--- src/rtl/limit_watch_pkg.sv ---
package limit_watch_pkg;
  localparam int ADDR_W = 2;
  localparam logic [ADDR_W-1:0] ADDR_HI   = 2'd0;
  localparam logic [ADDR_W-1:0] ADDR_LO   = 2'd1;
  localparam logic [ADDR_W-1:0] ADDR_HYST = 2'd2;

  // Strobes from control to datapath
  typedef struct packed {
    logic wrHi;
    logic wrLo;
    logic wrHyst;
    logic capture;  // valid result in min/max mode
    logic cmpEn;    // valid result in threshold mode
  } strobes_t;
endpackage

--- src/rtl/limit_watch_ctrl.sv ---
module limit_watch_ctrl
  import limit_watch_pkg::*;
(
  input  logic              wrEn,
  input  logic [ADDR_W-1:0] wrAddr,
  input  logic              sampleValid,
  input  logic              captureMode,
  output strobes_t          strobes
);
  always_comb begin
    strobes         = '0;
    strobes.wrHi    = wrEn && (wrAddr == ADDR_HI);
    strobes.wrLo    = wrEn && (wrAddr == ADDR_LO);
    strobes.wrHyst  = wrEn && (wrAddr == ADDR_HYST);
    strobes.capture = sampleValid && captureMode;
    strobes.cmpEn   = sampleValid && !captureMode;
  end
endmodule

--- src/rtl/limit_watch_dp.sv ---
module limit_watch_dp
  import limit_watch_pkg::*;
#(
  parameter int DATA_W  = 12,
  parameter int REG_W   = 16,
  parameter bit LOW_RES = 1'b0
) (
  input  logic              clk,
  input  logic              rstN,
  input  strobes_t          strobes,
  input  logic [REG_W-1:0]  wrData,
  input  logic [ADDR_W-1:0] rdAddr,
  output logic [REG_W-1:0]  rdData,
  input  logic [DATA_W-1:0] sampleData,
  output logic              captureMode,
  output logic              violHi,
  output logic              violLo
);
  localparam logic [DATA_W-1:0] FULL      = {DATA_W{1'b1}};
  localparam logic [DATA_W-1:0] HYST_MASK = LOW_RES ? (FULL & ~DATA_W'(3)) : FULL;
  localparam logic [DATA_W-1:0] HYST_RST  = LOW_RES ? DATA_W'(2) : DATA_W'(8);
  localparam int PAD_W = REG_W - DATA_W;

  logic [DATA_W-1:0] hiLim, loLim, hystVal;
  logic [DATA_W-1:0] hiFloor, loCeil;
  logic [DATA_W:0]   loSum;
  logic              hiArmed, loArmed;
  logic [DATA_W-1:0] wrVal;

  assign wrVal       = wrData[DATA_W-1:0];
  assign captureMode = (hystVal == HYST_MASK);

  // Saturating re-arm thresholds
  assign hiFloor = (hiLim > hystVal) ? (hiLim - hystVal) : '0;
  assign loSum   = {1'b0, loLim} + {1'b0, hystVal};
  assign loCeil  = loSum[DATA_W] ? FULL : loSum[DATA_W-1:0];

  always_ff @(posedge clk or negedge rstN) begin
    if (!rstN) begin
      hystVal <= HYST_RST;
    end else if (strobes.wrHyst) begin
      hystVal <= wrVal & HYST_MASK;
    end
  end

  // Bound registers: host write has priority over capture
  always_ff @(posedge clk or negedge rstN) begin
    if (!rstN) begin
      hiLim <= FULL;
      loLim <= '0;
    end else begin
      if (strobes.wrHi)
        hiLim <= wrVal;
      else if (strobes.capture && (sampleData > hiLim))
        hiLim <= sampleData;
      if (strobes.wrLo)
        loLim <= wrVal;
      else if (strobes.capture && (sampleData < loLim))
        loLim <= sampleData;
    end
  end

  // Arm flags and event pulses
  always_ff @(posedge clk or negedge rstN) begin
    if (!rstN) begin
      hiArmed <= 1'b1;
      loArmed <= 1'b1;
      violHi  <= 1'b0;
      violLo  <= 1'b0;
    end else begin
      violHi <= 1'b0;
      violLo <= 1'b0;
      if (strobes.cmpEn) begin
        if (hiArmed && (sampleData > hiLim)) begin
          violHi  <= 1'b1;
          hiArmed <= 1'b0;
        end else if (!hiArmed && (sampleData < hiFloor)) begin
          hiArmed <= 1'b1;
        end
        if (loArmed && (sampleData < loLim)) begin
          violLo  <= 1'b1;
          loArmed <= 1'b0;
        end else if (!loArmed && (sampleData > loCeil)) begin
          loArmed <= 1'b1;
        end
      end
    end
  end

  always_comb begin
    case (rdAddr)
      ADDR_HI:   rdData = {{PAD_W{1'b0}}, hiLim};
      ADDR_LO:   rdData = {{PAD_W{1'b0}}, loLim};
      ADDR_HYST: rdData = {{PAD_W{1'b0}}, hystVal};
      default:   rdData = '0;
    endcase
  end

  AST_HI_ONE_CYCLE: assert property (@(posedge clk) disable iff (!rstN)
    violHi |=> !violHi);
  AST_LO_ONE_CYCLE: assert property (@(posedge clk) disable iff (!rstN)
    violLo |=> !violLo);
  AST_EVENT_NEEDS_STROBE: assert property (@(posedge clk) disable iff (!rstN)
    (violHi || violLo) |-> $past(strobes.cmpEn));
  AST_CAPTURE_SILENT: assert property (@(posedge clk) disable iff (!rstN)
    strobes.capture |=> (!violHi && !violLo));
  AST_CAPTURE_HI_GROWS: assert property (@(posedge clk) disable iff (!rstN)
    (strobes.capture && !strobes.wrHi) |=> (hiLim >= $past(hiLim)));
  AST_WRITE_WINS: assert property (@(posedge clk) disable iff (!rstN)
    strobes.wrHi |=> (hiLim == $past(wrVal)));
endmodule

--- src/rtl/limit_watch.sv ---
module limit_watch
  import limit_watch_pkg::*;
#(
  parameter int DATA_W  = 12,
  parameter int REG_W   = 16,
  parameter bit LOW_RES = 1'b0
) (
  input  logic              clk,
  input  logic              rstN,
  input  logic              wrEn,
  input  logic [1:0]        wrAddr,
  input  logic [REG_W-1:0]  wrData,
  input  logic [1:0]        rdAddr,
  output logic [REG_W-1:0]  rdData,
  input  logic              sampleValid,
  input  logic [DATA_W-1:0] sampleData,
  output logic              violHi,
  output logic              violLo
);
  strobes_t strobes;
  logic     captureMode;

  limit_watch_ctrl u_ctrl (
    .wrEn        (wrEn),
    .wrAddr      (wrAddr),
    .sampleValid (sampleValid),
    .captureMode (captureMode),
    .strobes     (strobes)
  );

  limit_watch_dp #(
    .DATA_W  (DATA_W),
    .REG_W   (REG_W),
    .LOW_RES (LOW_RES)
  ) u_dp (
    .clk         (clk),
    .rstN        (rstN),
    .strobes     (strobes),
    .wrData      (wrData),
    .rdAddr      (rdAddr),
    .rdData      (rdData),
    .sampleData  (sampleData),
    .captureMode (captureMode),
    .violHi      (violHi),
    .violLo      (violLo)
  );
endmodule

--- config.mk ---
export PLATFORM = sky130hd
export DESIGN_NAME = limit_watch
export DESIGN_NICKNAME = d
export VERILOG_FILES = /design/src/rtl/limit_watch_pkg.sv /design/src/rtl/limit_watch_ctrl.sv /design/src/rtl/limit_watch_dp.sv /design/src/rtl/limit_watch.sv
export SDC_FILE = /design/constraint.sdc
export NUM_CORES = 1
export LEC_CHECK = 0
export BUFFER_PORTS_ARGS = -buffer_cell sky130_fd_sc_hd__buf_2
export CAP_MARGIN = 30
export CORE_UTILIZATION = 55
export DETAILED_ROUTE_END_ITERATION = 10
export PLACE_DENSITY_LB_ADDON = 0.15
export SLEW_MARGIN = 5
export SYNTH_ARGS = -nofsm -noshare
export SYNTH_HDL_FRONTEND = slang
export SYNTH_SLANG_ARGS = --single-unit
--- constraint.sdc ---
create_clock -name clk -period 4.3 [get_ports clk]
set_input_delay 0.86 -clock clk [delete_from_list [all_inputs] [get_ports clk]]
set_output_delay 0.86 -clock clk [all_outputs]
set_load 0.005 [all_outputs]
Word level (Yosys, flattened, before mapping)
Cells that the tools add are included.
{ "totals": {"input_bits": 36, "word_cells": 56, "reg_bits": 40} }
{ "classes": {"n_mux": 15, "magnitude_cmp": 5, "n_reduce_logical": 22, "n_addsub": 2, "n_eq_ne": 5} }
{ "op_table": {"columns": ["cell", "count"], "rows": [
  ["12-bit two-way mux", 6],
  ["12-bit > comparator", 3],
  ["12-bit one-hot mux with 3 select lines", 1],
  ["12-bit less-than comparator", 2],
  ["12-bit by 12-bit adder with 13-bit output", 1],
  ["12-bit == test, second input constant", 1],
  ["12-bit subtractor", 1],
  ["1-bit logical AND", 11],
  ["1-bit two-way mux", 8],
  ["2-bit nonzero test", 4],
  ["2-bit by 1-bit == test with 1-bit output, second input constant", 2],
  ["2-bit == test, second input constant", 2],
  ["2-bit logical NOT", 2],
  ["2-bit AND reduction", 2],
  ["1-bit logical NOT", 3]
]} }

Depth between registers and ports, before layout
{ "depth": {"word_depth": 6, "depth_mapped": 17, "ltp_nobuf": 16} }

Cells and area by module
From an unflattened synthesis, not the netlist that was laid out.
{ "unflattened": {"hier_cells": 542, "hier_area_um2": 4409.2} }
{ "by_module_without_submodules": {"columns": ["mod", "n_inst", "cells_per_inst", "area_per_inst_um2"], "rows": [
  ["limit_watch_dp", 1, 537, 4366.7],
  ["limit_watch_ctrl", 1, 5, 42.5]
]} }

Least setup slack after synthesis
OpenSTA, ideal clock, no wires.
{ "synth_path": {"kind": "register to register", "start": "register u_dp.hystVal[0]", "end": "register u_dp.loArmed", "n_path_buf": 1, "synth_period_minus_slack_ns": 3.298, "setup_ns": 0.091, "path_slack_ns": 1.002, "required_ns": 4.209, "t_arrival_ns": 3.207, "path_stages_with_launch": 16, "path_cell_list": "dfrtp_1 > ha_1 > fa_1 > a211oi_1 > o211ai_1 > a41oi_2 > o21ai_1 > a21o_1 > buf_2 > a21oi_1 > ha_1 > nand4_1 > or3_1 > a21oi_1 > nor3_1 > o31ai_1"} }
{ "synth_between": {"elab_chain_len": 6, "word_cells_on_any_way": 9, "cone_classes": "add/sub (1); order compare (1); eq/ne (1); mux (1); reduce/logical (5)"} }
{ "synth_rtl": {"columns": ["element", "line_no", "rtl"], "rows": [
  ["start, declared", "limit_watch_dp.sv:24", "logic [DATA_W-1:0] hiLim, loLim, hystVal;"],
  ["start signal, assigned", "limit_watch_dp.sv:42", "hystVal <= wrVal & HYST_MASK;"],
  ["12-bit by 12-bit adder with 13-bit output", "limit_watch_dp.sv:35", "assign loSum = {1'b0, loLim} + {1'b0, hystVal};"],
  ["12-bit two-way mux", "limit_watch_dp.sv:36", "assign loCeil = loSum[DATA_W] ? FULL : loSum[DATA_W-1:0];"],
  ["12-bit > comparator", "limit_watch_dp.sv:83", "end else if (!loArmed && (sampleData > loCeil)) begin"],
  ["1-bit logical AND", "limit_watch_dp.sv:83", null],
  ["2-bit nonzero test (no source line)", null, null],
  ["2-bit AND reduction (no source line) (*)", null, null],
  ["end signal, assigned", "limit_watch_dp.sv:67", "loArmed <= 1'b1;"],
  ["end signal, assigned", "limit_watch_dp.sv:82", "loArmed <= 1'b0;"],
  ["end signal, assigned", "limit_watch_dp.sv:84", "loArmed <= 1'b1;"],
  ["end, declared", "limit_watch_dp.sv:27", "logic hiArmed, loArmed;"]
]} }
Mark *: on every way between the ends. The rest lies on a longest branch, timed or not.
A chain may end at the register's enable or synchronous reset.

Final worst setup path
Same ends and word-level chain as after synthesis.

==> flow_metrics.tcl <==
set metrics [dict create \
    dieArea_um2 8402 \
    maxCapViolations 0 \
    hold_class "in2async" \
    root_buffer "clkbuf_8" \
    finalWirelength_um 12060 \
    clock_latency_ps 300 \
    crit_fanout 11 \
    power.density_nw_per_um2 420.1 \
    synth.area.top_cells "ha_1 20%, dfrtp_1 14%, dfstp_2 8.9%" \
    worst_pin_slew_ps 892.8 \
    clock_power_share_pct 12.2 \
    clkTransAtPathRegs_ps 80 \
    grt_use_met3_pct 3.648 \
    cts_buffers 5 \
    fin_crit_sh_pct 88.77 \
    grt_pass1_wl_um 19790 \
    power.internal_uw 1109 \
    core_um2 7767 \
    clockBufferDepth 2 \
    top_usage_layer "met2" \
    grt-ovfl-total 0 \
    routed_via_density 6.181 \
    cts_hold_buf 0 \
    die_h_um 91.67 \
    status "finished, final reports clean" \
    slew_violations 0 \
    grtUsageTotal_pct 29.78 \
    start_util_pct 56.93 \
    period_minus_slack_ps 3817 \
    ys_ff_latch 40 \
    diodes 0 \
    grt.met2_usage_pct 50.38 \
    grt_setup_unrepaired "false" \
    setup-tns-final_ps 0 \
    grt_pass1_vias 4077 \
    grt_max_degree 41 \
    path_cells "ha_1 -> fa_1 -> a211oi_1 -> o211ai_1 -> a41oi_2 -> o21ai_1 -> a21o_1 -> a21oi_1 -> ha_1 -> nand4_1 -> or3_1 -> a21oi_1 -> nor3_1 -> o31ai_1" \
    vdd_drop_max_mv 0.2102 \
    multi_input_comb_area_um2 3137 \
    synth-edff-count 0 \
    clock-sinks 40 \
    fillers 708 \
    drc 0 \
    finalSetupViolCount 0 \
    crit_type "reg2reg" \
    place.gp.congestion 0.9508 \
    async_flop_share_pct 100.0 \
    rows 32 \
    wl_per_cell_um 17.77 \
    synth_area_per_cell_um2 8.219 \
    cts_resized 0 \
    startpoint_type "flop" \
    seqCellArea_um2 1020 \
    areaGrowthSynthToFinish_pct 8.687 \
    fp.dieW_um 91.67 \
    arrival_ps 4030 \
    power_frac_seq_pct 28.2 \
    yosys-top-cells-count "70 x ha_1, 58 x o21ai_0, 47 x nand2_1, 45 x inv_1, 37 x nor2_1" \
    ys_seq_area_share_pct 23.06 \
    cts_setup_buffers 0 \
    finalNetCount 685 \
    cpMaxStageDelayCell "dfrtp_1" \
    hold_viol_final 0 \
    power_uw 2019 \
    antenna_found_initial 0 \
    ys_warn_count 0 \
    synth_top_area_share_pct 19.81 \
    io_buffers 45 \
    critical_path_required_ps 4510 \
    worst_path_largest_cell_delay_ps 440 \
    ys_types 57 \
    synthesis.area_um2 4422 \
    switching_share_pct 45.05 \
    cts_tree "built" \
    drtIter0Drc 271 \
    syn_inst 538 \
    dr.pass1.iters 5 \
    skew_ps 7.722 \
    ant_nets 0 \
    drive_gt1_share_pct 16.12 \
    ys.flop_type "dfrtp_1" \
    pwr-share-comb_pct 59.7 \
    cts_max_level 2 \
    whs_ps 379.8 \
    power.switching_uw 909.5 \
    routed-via-count 4197 \
    io_pins 54 \
    r2r_slack_ps 480 \
    max_freq_mhz 262.0 \
    yosysMostFrequentCell "ha_1" \
    globalRouteMet1Util_pct 38.95 \
    cp-end-kind "flop" \
    p_leak_uw 0.002180 \
    synth_top_area_cell "ha_1" \
    dp_hpwl_um 9585 \
    slew_headroom_pct 40.30 \
]
-- final cells by class --
cell class | count | area share (%)
clock buffer | 6 | 1.510
clock inverter | 1 | 0.1041
inverter | 45 | 3.515
multi-input combinational | 435 | 65.27
sequential | 40 | 21.22
tap | 102 | 2.656
timing repair buffer | 50 | 5.728
-- stage by stage --
stage,utilization (%),std cells,worst slack (ps),area [um2]
after floorplan,-,541,1002,4433
after global placement,60.62,671,697.3,4708
after detailed placement,60.62,671,570.9,4708
after CTS,61.61,678,545.3,4786
after global routing,61.87,679,173.4,4806
final,61.87,679,482.8,4806
-- cell usage in the layout, fill, tap and decap left out, types with 7 or more instances in the layout --
master and count:
nor2b_1 7, nand4_1 14, nor2_1 37, a211oi_1 7, mux2_2 13, o21ai_0 58, a21oi_1 30, a21o_1 7
nand2_1 47, a31oi_1 13, o21ai_1 11, ha_1 70, dfstp_2 15, nand3_1 19, buf_2 45, inv_1 45
mux2i_1 25, dfrtp_1 25, xnor2_1 10
-- path summary, 6_finish.rpt --
| kind | startpoint | to | depth (start not counted) |
|---|---|---|---|
| max | u_dp.hystVal[0] | u_dp.loArmed | 14 |
| min | rstN | u_dp.hystVal[8] | 1 |
| max reg2reg | u_dp.hystVal[0] | u_dp.loArmed | 14 |
| min reg2reg | u_dp.loArmed | u_dp.loArmed | 2 |
| max in group asynchronous | rstN | u_dp.hiLim[2] | 2 |
| min in group clk | u_dp.loArmed | u_dp.loArmed | 2 |
-- worst max-delay path, delay by kind of cell, from the launching register on --
kind	cells	cell delay (ps)
AO/OA/AOI/OAI	8	1810
adder cells (fa/ha/maj)	3	870
AND/OR/NAND/NOR	3	610
flip-flops	1	440
-- power by group through the flow --
stage	sequential [uW]	clock (uW)	combinational (uW)
after floorplan	534	0	910
after global placement	572	0	1140
after detailed placement	573	0	1190
after CTS	567	251	1190
after global routing	576	263	1370
final	569	246	1200
-- registers in the layout (all words and copies together) (netlist names) --
| name | count |
|---|---|
| u_dp.hiLim | 12 |
| u_dp.violLo | 1 |
| u_dp.loLim | 12 |
| u_dp.violHi | 1 |
| u_dp.hiArmed | 1 |
| u_dp.hystVal | 12 |
| u_dp.loArmed | 1 |
-- cell families after synthesis --
| family | count (synthesis) | share of synthesized area [%] |
|---|---|---|
| adder cells (fa/ha/maj) | 72 | 20.71 |
| multiplexers | 38 | 8.970 |
| AO/OA/AOI/OAI | 155 | 21.76 |
| other | 1 | 0.08481 |
| XOR/XNOR | 11 | 2.179 |
| buffers and inverters | 66 | 6.367 |
| flip-flops | 40 | 23.06 |
| AND/OR/NAND/NOR | 155 | 16.86 |
-- per-layer routing --
metal	wire [um]	vias up
met2	5587	163
li1	-	2030
met1	5422	1975
met5	0	-
met3	662	29
met4	391	0
No activity file was read; power rests on OpenSTA's default activity.
